--- src/rtl/sar_pkg.sv ---
// Shared types for the successive-approximation sequencer.
// Assumes a single system clock domain.
package sar_pkg;
    typedef enum logic [1:0] {
        ST_IDLE   = 2'd0,
        ST_SAMPLE = 2'd1,
        ST_DECIDE = 2'd2
    } sar_state_e;
endpackage

--- src/rtl/sar_start_det.sv ---
// Start-control edge detector.
// Registers the software start control and reports a rising edge (abort)
// and a falling edge (launch). Both are masked while the module is disabled.
// The tracking register keeps following start, so no stale edge is
// reported when enable returns.
module sar_start_det (
    input  logic clk,
    input  logic rst_n,
    input  logic enable,
    input  logic start,
    output logic launch,
    output logic abort
);
    logic start_q;

    // Track the previous start level.
    always_ff @(posedge clk) begin
        if (!rst_n) start_q <= 1'b0;
        else        start_q <= start;
    end

    assign launch = enable &  start_q & ~start;
    assign abort  = enable & ~start_q &  start;
endmodule

--- src/rtl/sar_clkdiv.sv ---
// Converter clock tick generator.
// Produces a one-cycle tick every 2^shift system clocks while run is high.
// The shift is captured from div_sel when clear is pulsed and is clamped
// to MAX_LOG. Clearing restarts the count, so the first tick comes
// exactly one converter period after clear.
module sar_clkdiv #(
    parameter int SEL_W   = 3,
    parameter int MAX_LOG = 6
) (
    input  logic             clk,
    input  logic             rst_n,
    input  logic             clear,
    input  logic             run,
    input  logic [SEL_W-1:0] div_sel,
    output logic             tick
);
    localparam int CNT_W = (MAX_LOG < 1) ? 1 : MAX_LOG;

    logic [SEL_W-1:0] shift;
    logic [CNT_W-1:0] cnt;
    logic [CNT_W:0]   span;
    logic [CNT_W-1:0] lim;

    assign span = (CNT_W+1)'(1) << shift;
    assign lim  = span[CNT_W-1:0] - CNT_W'(1);
    assign tick = run && (cnt == lim);

    // Capture the clamped divider selection at launch.
    always_ff @(posedge clk) begin
        if (!rst_n)     shift <= '0;
        else if (clear) shift <= (div_sel > SEL_W'(MAX_LOG)) ? SEL_W'(MAX_LOG) : div_sel;
    end

    // Count system clocks within one converter period.
    always_ff @(posedge clk) begin
        if (!rst_n)              cnt <= '0;
        else if (clear || !run)  cnt <= '0;
        else if (tick)           cnt <= '0;
        else                     cnt <= cnt + CNT_W'(1);
    end
endmodule

--- src/rtl/sar_core.sv ---
// Successive-approximation state machine.
// Runs SAMPLE_CLKS ticks of sampling, then decides RES_W bits MSB first,
// one per tick. It keeps a bit when cmp_in is 1. At the end it loads the
// result, drops the busy flag and pulses done. Abort and disable return it
// to idle without touching the result.
module sar_core
    import sar_pkg::*;
#(
    parameter int RES_W       = 12,
    parameter int SAMPLE_CLKS = 4,
    parameter int CHAN_W      = 4
) (
    input  logic              clk,
    input  logic              rst_n,
    input  logic              enable,
    input  logic              launch,
    input  logic              abort,
    input  logic              tick,
    input  logic              cmp_in,
    input  logic [CHAN_W-1:0] chan_sel,
    output logic [RES_W-1:0]  trial_code,
    output logic              sample_en,
    output logic              busy,
    output logic              done,
    output logic              run,
    output logic [RES_W-1:0]  result,
    output logic [CHAN_W-1:0] chan_out
);
    localparam int IDX_W = (RES_W > 1) ? $clog2(RES_W) : 1;
    localparam int PH_W  = (SAMPLE_CLKS > 1) ? $clog2(SAMPLE_CLKS) : 1;

    sar_state_e       state;
    logic [IDX_W-1:0] bit_idx;
    logic [PH_W-1:0]  phase;
    logic [RES_W-1:0] sar;
    logic [RES_W-1:0] probe;
    logic [RES_W-1:0] next_sar;

    // One-hot mask for the bit under test.
    assign probe = RES_W'(1) << bit_idx;

    // Register value after keeping or clearing the tested bit.
    always_comb begin
        next_sar = sar;
        next_sar[bit_idx] = cmp_in;
    end

    assign trial_code = (state == ST_DECIDE) ? (sar | probe) : sar;
    assign sample_en  = (state == ST_SAMPLE);
    assign run        = (state != ST_IDLE);

    // Sequencer: sampling window, then bit decisions, then completion.
    always_ff @(posedge clk) begin
        if (!rst_n) begin
            state    <= ST_IDLE;
            bit_idx  <= '0;
            phase    <= '0;
            sar      <= '0;
            busy     <= 1'b0;
            done     <= 1'b0;
            result   <= '0;
            chan_out <= '0;
        end else begin
            done <= 1'b0;
            if (!enable || abort) begin
                state <= ST_IDLE;
                busy  <= 1'b0;
            end else if (launch) begin
                state    <= ST_SAMPLE;
                busy     <= 1'b1;
                sar      <= '0;
                phase    <= '0;
                bit_idx  <= IDX_W'(RES_W - 1);
                chan_out <= chan_sel;
            end else if (tick) begin
                case (state)
                    ST_SAMPLE: begin
                        if (phase == PH_W'(SAMPLE_CLKS - 1)) state <= ST_DECIDE;
                        else                                 phase <= phase + PH_W'(1);
                    end
                    ST_DECIDE: begin
                        sar <= next_sar;
                        if (bit_idx == '0) begin
                            state  <= ST_IDLE;
                            busy   <= 1'b0;
                            done   <= 1'b1;
                            result <= next_sar;
                        end else begin
                            bit_idx <= bit_idx - IDX_W'(1);
                        end
                    end
                    default: state <= ST_IDLE;
                endcase
            end
        end
    end
endmodule

--- src/rtl/sar_seq.sv ---
// Top of the conversion sequencer.
// Joins the start edge detector, the converter clock divider and the
// successive-approximation core, and splits the result into high and low
// parts. Assumes the comparator settles within one converter clock.
module sar_seq #(
    parameter int RES_W       = 12,
    parameter int LO_W        = 8,
    parameter int CHAN_W      = 4,
    parameter int SEL_W       = 3,
    parameter int MAX_LOG     = 6,
    parameter int SAMPLE_CLKS = 4
) (
    input  logic                  clk,
    input  logic                  rst_n,
    input  logic                  enable,
    input  logic                  start,
    input  logic [SEL_W-1:0]      div_sel,
    input  logic [CHAN_W-1:0]     chan_sel,
    input  logic                  cmp_in,
    output logic [RES_W-1:0]      trial_code,
    output logic                  sample_en,
    output logic [CHAN_W-1:0]     chan_out,
    output logic                  eoc,
    output logic [RES_W-LO_W-1:0] result_hi,
    output logic [LO_W-1:0]       result_lo,
    output logic                  irq
);
    localparam int HI_W = RES_W - LO_W;

    logic             launch;
    logic             abort;
    logic             tick;
    logic             run;
    logic [RES_W-1:0] result;

    sar_start_det u_det (
        .clk    (clk),
        .rst_n  (rst_n),
        .enable (enable),
        .start  (start),
        .launch (launch),
        .abort  (abort)
    );

    sar_clkdiv #(.SEL_W(SEL_W), .MAX_LOG(MAX_LOG)) u_div (
        .clk     (clk),
        .rst_n   (rst_n),
        .clear   (launch),
        .run     (run),
        .div_sel (div_sel),
        .tick    (tick)
    );

    sar_core #(.RES_W(RES_W), .SAMPLE_CLKS(SAMPLE_CLKS), .CHAN_W(CHAN_W)) u_core (
        .clk        (clk),
        .rst_n      (rst_n),
        .enable     (enable),
        .launch     (launch),
        .abort      (abort),
        .tick       (tick),
        .cmp_in     (cmp_in),
        .chan_sel   (chan_sel),
        .trial_code (trial_code),
        .sample_en  (sample_en),
        .busy       (eoc),
        .done       (irq),
        .run        (run),
        .result     (result),
        .chan_out   (chan_out)
    );

    assign result_hi = result[RES_W-1:LO_W];
    assign result_lo = result[LO_W-1:0];

    // Keeps HI_W visible as a derived size for integrators.
    if (HI_W < 1) begin : g_bad_split
        initial $display("sar_seq: LO_W must be smaller than RES_W");
    end
endmodule

--- config.mk ---
export PLATFORM = sky130hd
export DESIGN_NAME = sar_seq
export DESIGN_NICKNAME = d
export VERILOG_FILES = /design/src/rtl/sar_pkg.sv /design/src/rtl/sar_start_det.sv /design/src/rtl/sar_clkdiv.sv /design/src/rtl/sar_core.sv /design/src/rtl/sar_seq.sv
export SDC_FILE = /design/constraint.sdc
export NUM_CORES = 1
export LEC_CHECK = 0
export BUFFER_PORTS_ARGS = -buffer_cell sky130_fd_sc_hd__buf_2
export CORE_MARGIN = 4
export CORE_UTILIZATION = 45
export DETAILED_ROUTE_END_ITERATION = 7
export PLACE_DENSITY = 0.63
export RECOVER_POWER = 25
export SKIP_CTS_REPAIR_TIMING = 1
export SLEW_MARGIN = 20
export SYNTH_ARGS = -nofsm -noshare
export SYNTH_HDL_FRONTEND = slang
export SYNTH_SLANG_ARGS = --single-unit
export TNS_END_PERCENT = 10
--- constraint.sdc ---
create_clock -name clk -period 3.39 [get_ports clk]
set_input_delay 0.5085 -clock clk [delete_from_list [all_inputs] [get_ports clk]]
set_output_delay 0.5085 -clock clk [all_outputs]
set_load 0.01 [all_outputs]
==> metrics.txt, run 1 <==
CTS Root Cell clkbuf_8; Crit Path Max Fanout 12; worst-skew pair later-pin latency 0.31 ns; Hold Violations, Final 0; number of antenna violations at the first check in global routing 0; max_cap viols 0; total congestion overflow after global routing 0; Routed Wire Length 6130 um; top-count cell post-synth dfxtp_1; PD cells 365 nW/um2; final antenna diode count 0; worst-case clock buffer depth 2; number of enable flip-flop cells after synthesis 0; residual DRC count 0; dominant combinational cell family by area after synthesis simple AND/OR/NAND/NOR gates; CTS H-tree lvls 2; Post-Synthesis Cell Area 2620 um2; Port-buffer cells 42; share of layout cells above drive strength 1 19.0%; Worst VDD drop 280 uV; Vias per Instance 5.51; multiplexer share of the synthesized area 10.5%; critical register-to-register path startpoint u_core.state[1]; Pre-Repair DR Iteration Count 4; register area 961 um2; Total Negative Setup Slacks 0 ns; sequential fraction of the synthesis area 36.7%; Cell Chain, Critical Path nor2b_1, and3_1, o21ai_0, nor3_2, nand4_1, a21oi_1; final worst-path cycle share 75.7%; arithmetic-cell share of the synthesized area counting full adders, half adders and majority gates 3.82%; top-level port count 43; Synth cell types 49; area delta synth->final 11.6%; Achievable Freq 0.390 GHz; Min-Delay Startpoint chan_sel[3]; wire length of the first global-routing pass 10200 um; synthesized netlist cell count 307; most area-consuming cells after synthesis dfxtp_1 37%, mux2i_1 5.3%, mux2_2 5.2%; relative max-transition margin 48.2%; Worst Path Arrival 2.80 ns; most area-hungry cell type in the Yosys netlist dfxtp_1; leakage power of the design 0.00107 uW; top_reg_cell synth dfxtp_1; type of origin of the critical path flop; Final Wtd Congestion 0.834; clock tree from TritonCTS done; type of the worst setup path flop to flop; Starting Density 47.0%; fraction of post-synthesis cell area in the top cell type by area 36.7%; syn nets 327; run status finished clean; list of most frequent post-synthesis cells 48 x dfxtp_1, 35 x nand2_1, 29 x nor2_1; total die area 7110 um2; share of synthesized cell area in and, or, nand and nor gates 24.7%; highest-delay cell along the critical path nor3_2; x dimension of the die 84.3 um; number of nets in the layout 355; number of global-route vias before repair 2016; row count 27; RSZ-0062 raised after global routing false; final HPWL from detailed placement 4390 um; Period minus WS final 2.57 ns; Max Clock Skew 0.0111 ns; Worst-path clk slew 0.10 ns; total CTS buffers 5; worst setup path start u_core.state[1]; total area of multi-input combinational cells 1520 um2; Final setup viols 0; crit path capture type flop; drt wl/cell 15.0 um; Worst EP required 3.62 ns; count of antenna-violating nets left after detailed routing 0; max-slew violation total from the final report 0; worst hold path class primary input to flop; number of filler instances in the final layout 570; Compound-Gate Fraction of Synth Area 16.9%; Final Power 1070 uW; delay of the slowest cell on the worst path 0.62 ns; Warnings, synthesis 0; core box area 5570 um2; transition time at the pin with the least slew margin 0.775 ns; sum of buffers and inverters on the critical path 0; routed vias 2249; synthesized flop and latch total 48; synthesized area per cell 8.53 um2; r2r setup slk 0.82 ns; chip height 84.3 um; proportion of synthesized flip-flops having asynchronous set or reset 0%; Starting DRT DRC Count 201; Top delay family on crit path simple AND/OR/NAND/NOR gates; xor/xnor cell area share of the yosys netlist 2.01%; Sink Count 48; maximum number of pins on one net before global-route repair 25; Total Routing Usage GR 17.4%
tightest hold or removal path: cells and delay by family:
| family | cells | cell delay (ns) |
|---|---|---|
| buf+inv | 1 | 0.09 |
| simple gates | 1 | 0.05 |
| compound gates | 1 | 0.05 |
power by group:
part	internal [uW]	leakage [uW]	total (uW)	switching, uW
sequential	567	0.000387	572	4.58
clock	223	0.0000583	432	210
combinational	20.4	0.000627	64.4	44.0
metrics by stage:
step,area (um2),worst slack [ns],hold WS (ns),utilization [%],std cells
6_report,2920,0.824,0.431,52.5,408
5_1_grt,2920,0.565,0.436,52.5,408
4_1_cts,2950,0.856,0.427,52.9,408
3_5_place_dp,2830,0.860,0.451,50.8,400
3_3_place_gp,2830,0.995,0.443,50.8,400
2_1_floorplan,2620,1.22,0.446,-,307
routing by layer:
| metal | GRT usage (%) | wire length, um |
|---|---|---|
| met4 | 4.82 | 67 |
| met3 | 3.34 | 358 |
| met5 | 0 | 0 |
| met1 | 26.3 | 3170 |
| met2 | 25.1 | 2540 |
layout by cell type, fill, tap and decap left out, types with 4 or more instances in the layout:
master,count
mux2i_1,14
o21ai_0,10
ha_1,8
buf_2,23
clkbuf_1,19
a31o_2,7
o31ai_1,8
nor2b_1,4
nand2b_1,7
nand4_1,12
nand3_1,5
nor2_1,29
dfxtp_1,48
nand2_1,35
clkbuf_8,5
mux2_2,12
a21oi_1,23
inv_1,12
logic make-up (layout without fill, tap and decap cells):
group,count (synthesis),in the layout
flip-flops,48,48
XOR/XNOR,6,6
multiplexers,26,26
AND/OR/NAND/NOR,120,120
adder cells (fa/ha/maj),8,8
AO/OA/AOI/OAI,65,65
buffers and inverters,34,63
state kept, by name, summed over array words and instances (netlist names):
name and count:
u_core.phase 2, u_det.start_q 1, u_core.sar 12, u_core.bit_idx 4, u_core.result 12, u_core.busy 1, u_div.cnt 6, u_core.done 1
u_core.chan_out 4, u_core.state 2, u_div.shift 3
cell type report:
type	count	share of cell area (%)
clock buffer	5	2.35
clock inverter	3	1.63
sequential	48	32.9
tap	72	3.08
multi-input combinational	225	51.9
inverter	12	1.54
timing repair buffer	43	6.63
final timing paths:
path                        end  cells past startpoint
max reg2reg       u_core.sar[1]                      6
min reg2reg  u_core.chan_out[1]                      2
min          u_core.chan_out[3]                      3
max               u_core.sar[1]                      6
Power figures use the tool's default switching activity.
==> run 2, diff against run 1 <==
--- a/config.mk
+++ b/config.mk
@@ -5,11 +5,12 @@
 export SDC_FILE = /design/constraint.sdc
 export NUM_CORES = 1
 export LEC_CHECK = 0
+export ABC_AREA = 1
 export BUFFER_PORTS_ARGS = -buffer_cell sky130_fd_sc_hd__buf_2
 export CORE_MARGIN = 4
 export CORE_UTILIZATION = 45
 export DETAILED_ROUTE_END_ITERATION = 7
-export PLACE_DENSITY = 0.63
+export PLACE_DENSITY = 0.66
 export RECOVER_POWER = 25
 export SKIP_CTS_REPAIR_TIMING = 1
 export SLEW_MARGIN = 20
==> constraint.sdc (replaced) <==
create_clock -name clk -period 2.1 [get_ports clk]
set_input_delay 0.315 -clock clk [delete_from_list [all_inputs] [get_ports clk]]
set_output_delay 0.315 -clock clk [all_outputs]
set_load 0.01 [all_outputs]
==> run 2 against run 1 <==
  * Clock power up 34%
  * Sequential share of layout area up 0.50 points
  * Die area down 3.6%
  * Routed wire length up 2.1%
  * Setup slack worse by 0.71 ns
  * Clock skew down 0.0078 ns
  * Clock-buffer cell count up 2
  * Largest power group unchanged
  * Highest routed layer unchanged
==> metrics.txt, run 2 <==
total area of multi-input combinational cells 1380 um2; row count 26; Synth cell types 31; WHS Path Cells 3; Starting Density 47.8%; maximum number of pins on one net before global-route repair 22; Final setup viols 0; synthesized flop and latch total 48; most area-hungry cell type in the Yosys netlist dfxtp_1; number of enable flip-flop cells after synthesis 0; Place WS 0.260 ns; total congestion overflow after global routing 0; number of instances in the placed design 481; Total Routing Usage GR 20.0%; arithmetic-cell share of the synthesized area counting full adders, half adders and majority gates 3.98%; Worst VDD drop 319 uV; final antenna diode count 0; Pre-Repair DR Iteration Count 5; Final Wtd Congestion 0.885; Total Negative Setup Slacks 0 ns; worst-case clock buffer depth 2; count of antenna-violating nets left after detailed routing 0; Compound-Gate Fraction of Synth Area 13.8%; residual DRC count 0; Crit Reg-Reg Endpoint u_core.sar[11]; crit path capture type output pin; largest registers u_core.result x12, u_core.sar x12, u_div.cnt x6; worst hold path class primary input to flop; total die area 6860 um2; max_cap viols 0; CTS H-tree lvls 2; top-count cell post-synth nand2_1; xor/xnor cell area share of the yosys netlist 1.39%; top-level port count 43; Max Clock Skew 0.00328 ns; number of global-route vias before repair 2219; Worst-path clk slew 0.08 ns; Hold Path End u_det.start_q; clock tree from TritonCTS done; Port-buffer cells 42; fraction of post-synthesis cell area in the top cell type by area 38.2%; commonest cells after routing, fill and taps aside 88 x nand2_1, 66 x nor2_1, 46 x dfxtp_1, 41 x nand3_1, 30 x a21oi_1; Placed Instance Area 2810 um2; chip height 82.8 um; max-slew violation total from the final report 0; synthesized area per cell 6.71 um2; drt wl/cell 12.8 um; Worst Path Arrival 1.67 ns; syn nets 395; final standard cell count with taps included and fillers excluded 489; type of origin of the critical path flop; type of the worst setup path flop to output pin; Worst EP required 1.78 ns; FF-to-FF path depth 11; Vias per Instance 5.14; synthesized netlist cell count 375; Routed Wire Length 6260 um; Final Power 1620 uW; Sink Count 48; Warnings, synthesis 0; total CTS buffers 5; x dimension of the die 82.8 um; relative max-transition margin 72.8%; routed vias 2513; list of most frequent post-synthesis cells 89 x nand2_1, 66 x nor2_1, 48 x dfxtp_1; most common cell after layout, fill and taps aside nand2_1; PD cells 562 nW/um2; wire length of the first global-routing pass 10500 um; run status finished clean; CTS Root Cell clkbuf_8; share of layout cells above drive strength 1 14.3%; Period minus WS final 1.99 ns; final worst-path cycle share 94.8%; proportion of synthesized flip-flops having asynchronous set or reset 0%; post-route setup slack 0.110 ns; register area 963 um2; sequential fraction of the synthesis area 38.2%; dominant combinational cell family by area after synthesis simple AND/OR/NAND/NOR gates; Post-Synthesis Cell Area 2520 um2; Starting DRT DRC Count 127; number of filler instances in the final layout 566; Crit Path Max Fanout 9; Achievable Freq 0.503 GHz; worst-skew pair later-pin latency 0.30 ns; Design Area, Final 2890 um2; top_reg_cell synth dfxtp_1; Min-Delay Startpoint start; share of synthesized cell area in and, or, nand and nor gates 35.2%; number of antenna violations at the first check in global routing 0; area delta synth->final 14.7%; Hold Violations, Final 0; core box area 5270 um2; number of nets in the layout 438; multiplexer share of the synthesized area 0%; r2r setup slk 0.27 ns; transition time at the pin with the least slew margin 0.403 ns; leakage power of the design 0.00117 uW; final HPWL from detailed placement 4600 um; critical register-to-register path startpoint u_div.shift[1]; most area-consuming cells after synthesis dfxtp_1 38%, nand2_1 13%, nor2_1 9.8%
==> run 2: per-stage QoR <==
stage / hold slack, ns / utilization [%]
after detailed placement: 0.452 / 53.2
after CTS: 0.214 / 55.0
final: 0.222 / 54.8
after floorplan: 0.408 / -
after global routing: 0.225 / 54.8
after global placement: 0.447 / 53.2
==> run 2: cell families after synthesis <==
| group | count (synthesis) |
|---|---|
| adder cells (fa/ha/maj) | 8 |
| AND/OR/NAND/NOR | 209 |
| AO/OA/AOI/OAI | 62 |
| flip-flops | 48 |
| XOR/XNOR | 4 |
| buffers and inverters | 44 |
==> run 2: metal layers <==
metal	vias up	GRT usage [%]	part of all wire, %
met5	-	0	0
met4	0	5.39	1.1
met3	7	4.43	7.1
met2	74	30.0	44
met1	1128	28.8	48
li1	1304	-	-
==> run 2: critical path, cell delays in order, from the launching register on <==
cell	delay, ns
dfxtp_1	0.48
clkinvlp_4	0.25
ha_1	0.26
a31o_2	0.25
buf_2	0.14
==> run 2: how the worst max path moves through the flow <==
stage                            from                 to  slack [ns]  cells after the start
finish              u_core.bit_idx[2]      trial_code[0]        0.11                      4
floorplan           u_core.bit_idx[0]  u_core.result[10]        0.45                      8
global placement    u_core.bit_idx[0]  u_core.result[11]        0.28                      7
global route        u_core.bit_idx[1]      trial_code[1]       -0.01                      7
detailed placement  u_core.bit_idx[0]   u_core.result[6]        0.26                      7
CTS                 u_core.bit_idx[0]      trial_code[0]        0.04                      5
==> run 2: power by group <==
part / leakage (uW) / switching (uW) / internal, uW / total, uW
registers: 0.000389 / 7.17 / 919 / 927
clock network: 0.0000445 / 311 / 268 / 578
logic: 0.000737 / 76.5 / 40.5 / 117
total: 0.00117 / 394 / 1230 / 1620
==> run 2: layout make-up <==
type                            instances  area share (%)
Multi-Input combinational cell        283            47.6
Sequential cell                        48            33.4
Timing Repair Buffer                   51            8.84
Inverter                               29            3.90
Tap cell                               70            3.03
Clock buffer                            7            2.99
Clock inverter                          1           0.260
==> run 3, diff against run 2 <==
--- a/config.mk
+++ b/config.mk
@@ -10,11 +10,12 @@
 export CORE_MARGIN = 4
 export CORE_UTILIZATION = 45
 export DETAILED_ROUTE_END_ITERATION = 7
-export PLACE_DENSITY = 0.66
+export PLACE_DENSITY = 0.65
 export RECOVER_POWER = 25
 export SKIP_CTS_REPAIR_TIMING = 1
 export SLEW_MARGIN = 20
 export SYNTH_ARGS = -nofsm -noshare
 export SYNTH_HDL_FRONTEND = slang
+export SYNTH_HIERARCHICAL = 1
 export SYNTH_SLANG_ARGS = --single-unit
 export TNS_END_PERCENT = 10
==> run 3 against run 2 <==
  * Fmax up 1.4%
  * Final area rose by 7.5%
  * Sequential cell count unchanged
==> metrics.txt, run 3 <==
Hold Violations, Final 0; Warnings, synthesis 6; residual DRC count 0; combinational fraction of design power 5.0%; worst-skew pair later-pin latency 0.30 ns; relative max-transition margin 64.8%; sw frac 24.0%; crit path capture type output pin; total area of multi-input combinational cells 1510 um2; commonest cells after routing, fill and taps aside 116 x nand2_1, 46 x nor2_1, 45 x dfxtp_1, 44 x inv_1, 32 x nand3_1; Worst Path Arrival 1.65 ns; Synth cell types 29; clock share of power 37.1%; clock tree from TritonCTS done; sequential fraction of the synthesis area 35.2%; Period minus WS final 1.96 ns; total CTS buffers 5; most area-consuming cells after synthesis dfxtp_1 35%, nand2_1 16%, nor2_1 6.6%; Sink Count 48; run status finished clean; delay of the slowest cell on the worst path 0.57 ns; Port-buffer cells 42; max_cap viols 0; switching power total 380 uW; Max Clock Skew 0.00944 ns; PD cells 512 nW/um2; critical register-to-register path startpoint u_div/shift[2]; sum of buffers and inverters on the critical path 2; Post-Synthesis Cell Area 2730 um2; number of instances in the placed design 518; final standard cell count with taps included and fillers excluded 526; most common cell after layout, fill and taps aside nand2_1; worst setup path start u_core/bit_idx[2]; register share of total power 57.8%; drt wl/cell 11.6 um; wire length of the first global-routing pass 10600 um; count of antenna-violating nets left after detailed routing 0; area delta synth->final 13.7%; Final Power 1590 uW; Min-Delay Startpoint start; CTS Root Cell clkbuf_8; Worst VDD drop 258 uV; top-count cell post-synth nand2_1; Top delay family on crit path flip-flops; Routed Wire Length 6090 um; register area 965 um2; routed vias 2570; Final setup viols 0; transition time at the pin with the least slew margin 0.525 ns; final antenna diode count 0; top-level port count 43; max-slew violation total from the final report 0; chip height 85.9 um; number of enable flip-flop cells after synthesis 0; worst hold path class primary input to flop; Starting Density 46.4%; Internal 1210 uW; number of nets in the layout 472; Cell Chain, Critical Path nand2_1, inv_1, a31o_2, buf_2; Vias per Instance 4.89; total congestion overflow after global routing 0; core box area 5890 um2; final worst-path cycle share 93.5%; synthesized area per cell 6.75 um2; share of layout cells above drive strength 1 18.0%; number of filler instances in the final layout 620; Total Routing Usage GR 17.8%; top_reg_cell synth dfxtp_1; Starting DRT DRC Count 125; row count 28; largest registers u_core/result x12, u_core/sar x12, u_div/cnt x6; leakage power of the design 0.00136 uW; most area-hungry cell type in the Yosys netlist dfxtp_1; list of most frequent post-synthesis cells 116 x nand2_1, 48 x dfxtp_1, 48 x nor2_1; Crit Path Max Fanout 8; type of the worst setup path flop to output pin; synthesized netlist cell count 404; Worst-path clk slew 0.08 ns; total die area 7370 um2; fraction of post-synthesis cell area in the top cell type by area 35.2%; number of antenna violations at the first check in global routing 0; Pre-Repair DR Iteration Count 4; highest-delay cell along the critical path dfxtp_1; synthesized flop and latch total 48; Final Wtd Congestion 0.849; x dimension of the die 85.9 um; RSZ-0062 raised after global routing false; CTS H-tree lvls 2; worst-case clock buffer depth 2; maximum number of pins on one net before global-route repair 22; type of origin of the critical path flop; Total Negative Setup Slacks 0 ns; proportion of synthesized flip-flops having asynchronous set or reset 0%; number of global-route vias before repair 2432; syn nets 426; final HPWL from detailed placement 4660 um; Achievable Freq 0.510 GHz; Worst EP required 1.78 ns; final hold slack 0.235 ns
## run 3: cell families (layout without fill, tap and decap cells)
group | after synthesis | after routing | synth area share (%)
buffers and inverters | 61 | 108 | 10.0
adders and majority gates | 10 | 10 | 4.59
xor gates and xnor gates | 5 | 5 | 1.61
DFF | 48 | 48 | 35.2
and+or+nand+nor | 233 | 233 | 39.2
AOI/OAI and AO/OA | 47 | 47 | 9.40
## run 3: final timing paths
check	endpoint	slack (ns)	cells after the start
worst min register to register	u_core/sar[8]	0.47	2
worst max-delay path	trial_code[4]	0.14	4
worst min-delay path	u_det/start_q	0.24	3
worst max register to register	u_core/result[2]	0.23	14
## run 3: cell type report
type | instances | share of cell area (%)
clock buffers | 6 | 2.66
repair buffers | 50 | 7.98
inverters | 50 | 6.05
clock inverters | 2 | 0.484
multi-input cells | 295 | 48.7
well taps | 75 | 3.02
flip-flops and latches | 48 | 31.1
## run 3: power by group through the flow
stage                     sequential [uW]  combinational, uW  clock, uW
after floorplan                       939               50.3          0
after global placement                939               78.8          0
after detailed placement              939               79.7          0
after CTS                             918               80.0        620
after global routing                  920               91.8        651
final                                 918               79.9        589
## run 3: worst min-delay path: stages
cell,delay (ns)
buf_2,0.10
nand2_1,0.05
inv_1,0.04
## run 3: through the flow
step	worst slack, ns	area (um2)	util [%]
after floorplan	0.302	2730	-
after global placement	0.118	3010	51.1
after detailed placement	0.0996	3010	51.1
after CTS	0.0500	3110	52.8
after global routing	0.0169	3100	52.7
final	0.137	3100	52.7
## run 3: routing by layer
metal	share of wire, %	vias to the layer above	global-route usage, %
met3	5.8	7	4.03
met1	44	1157	21.4
met4	1.1	0	4.75
met5	0	-	0
li1	-	1346	-
met2	49	60	31.5
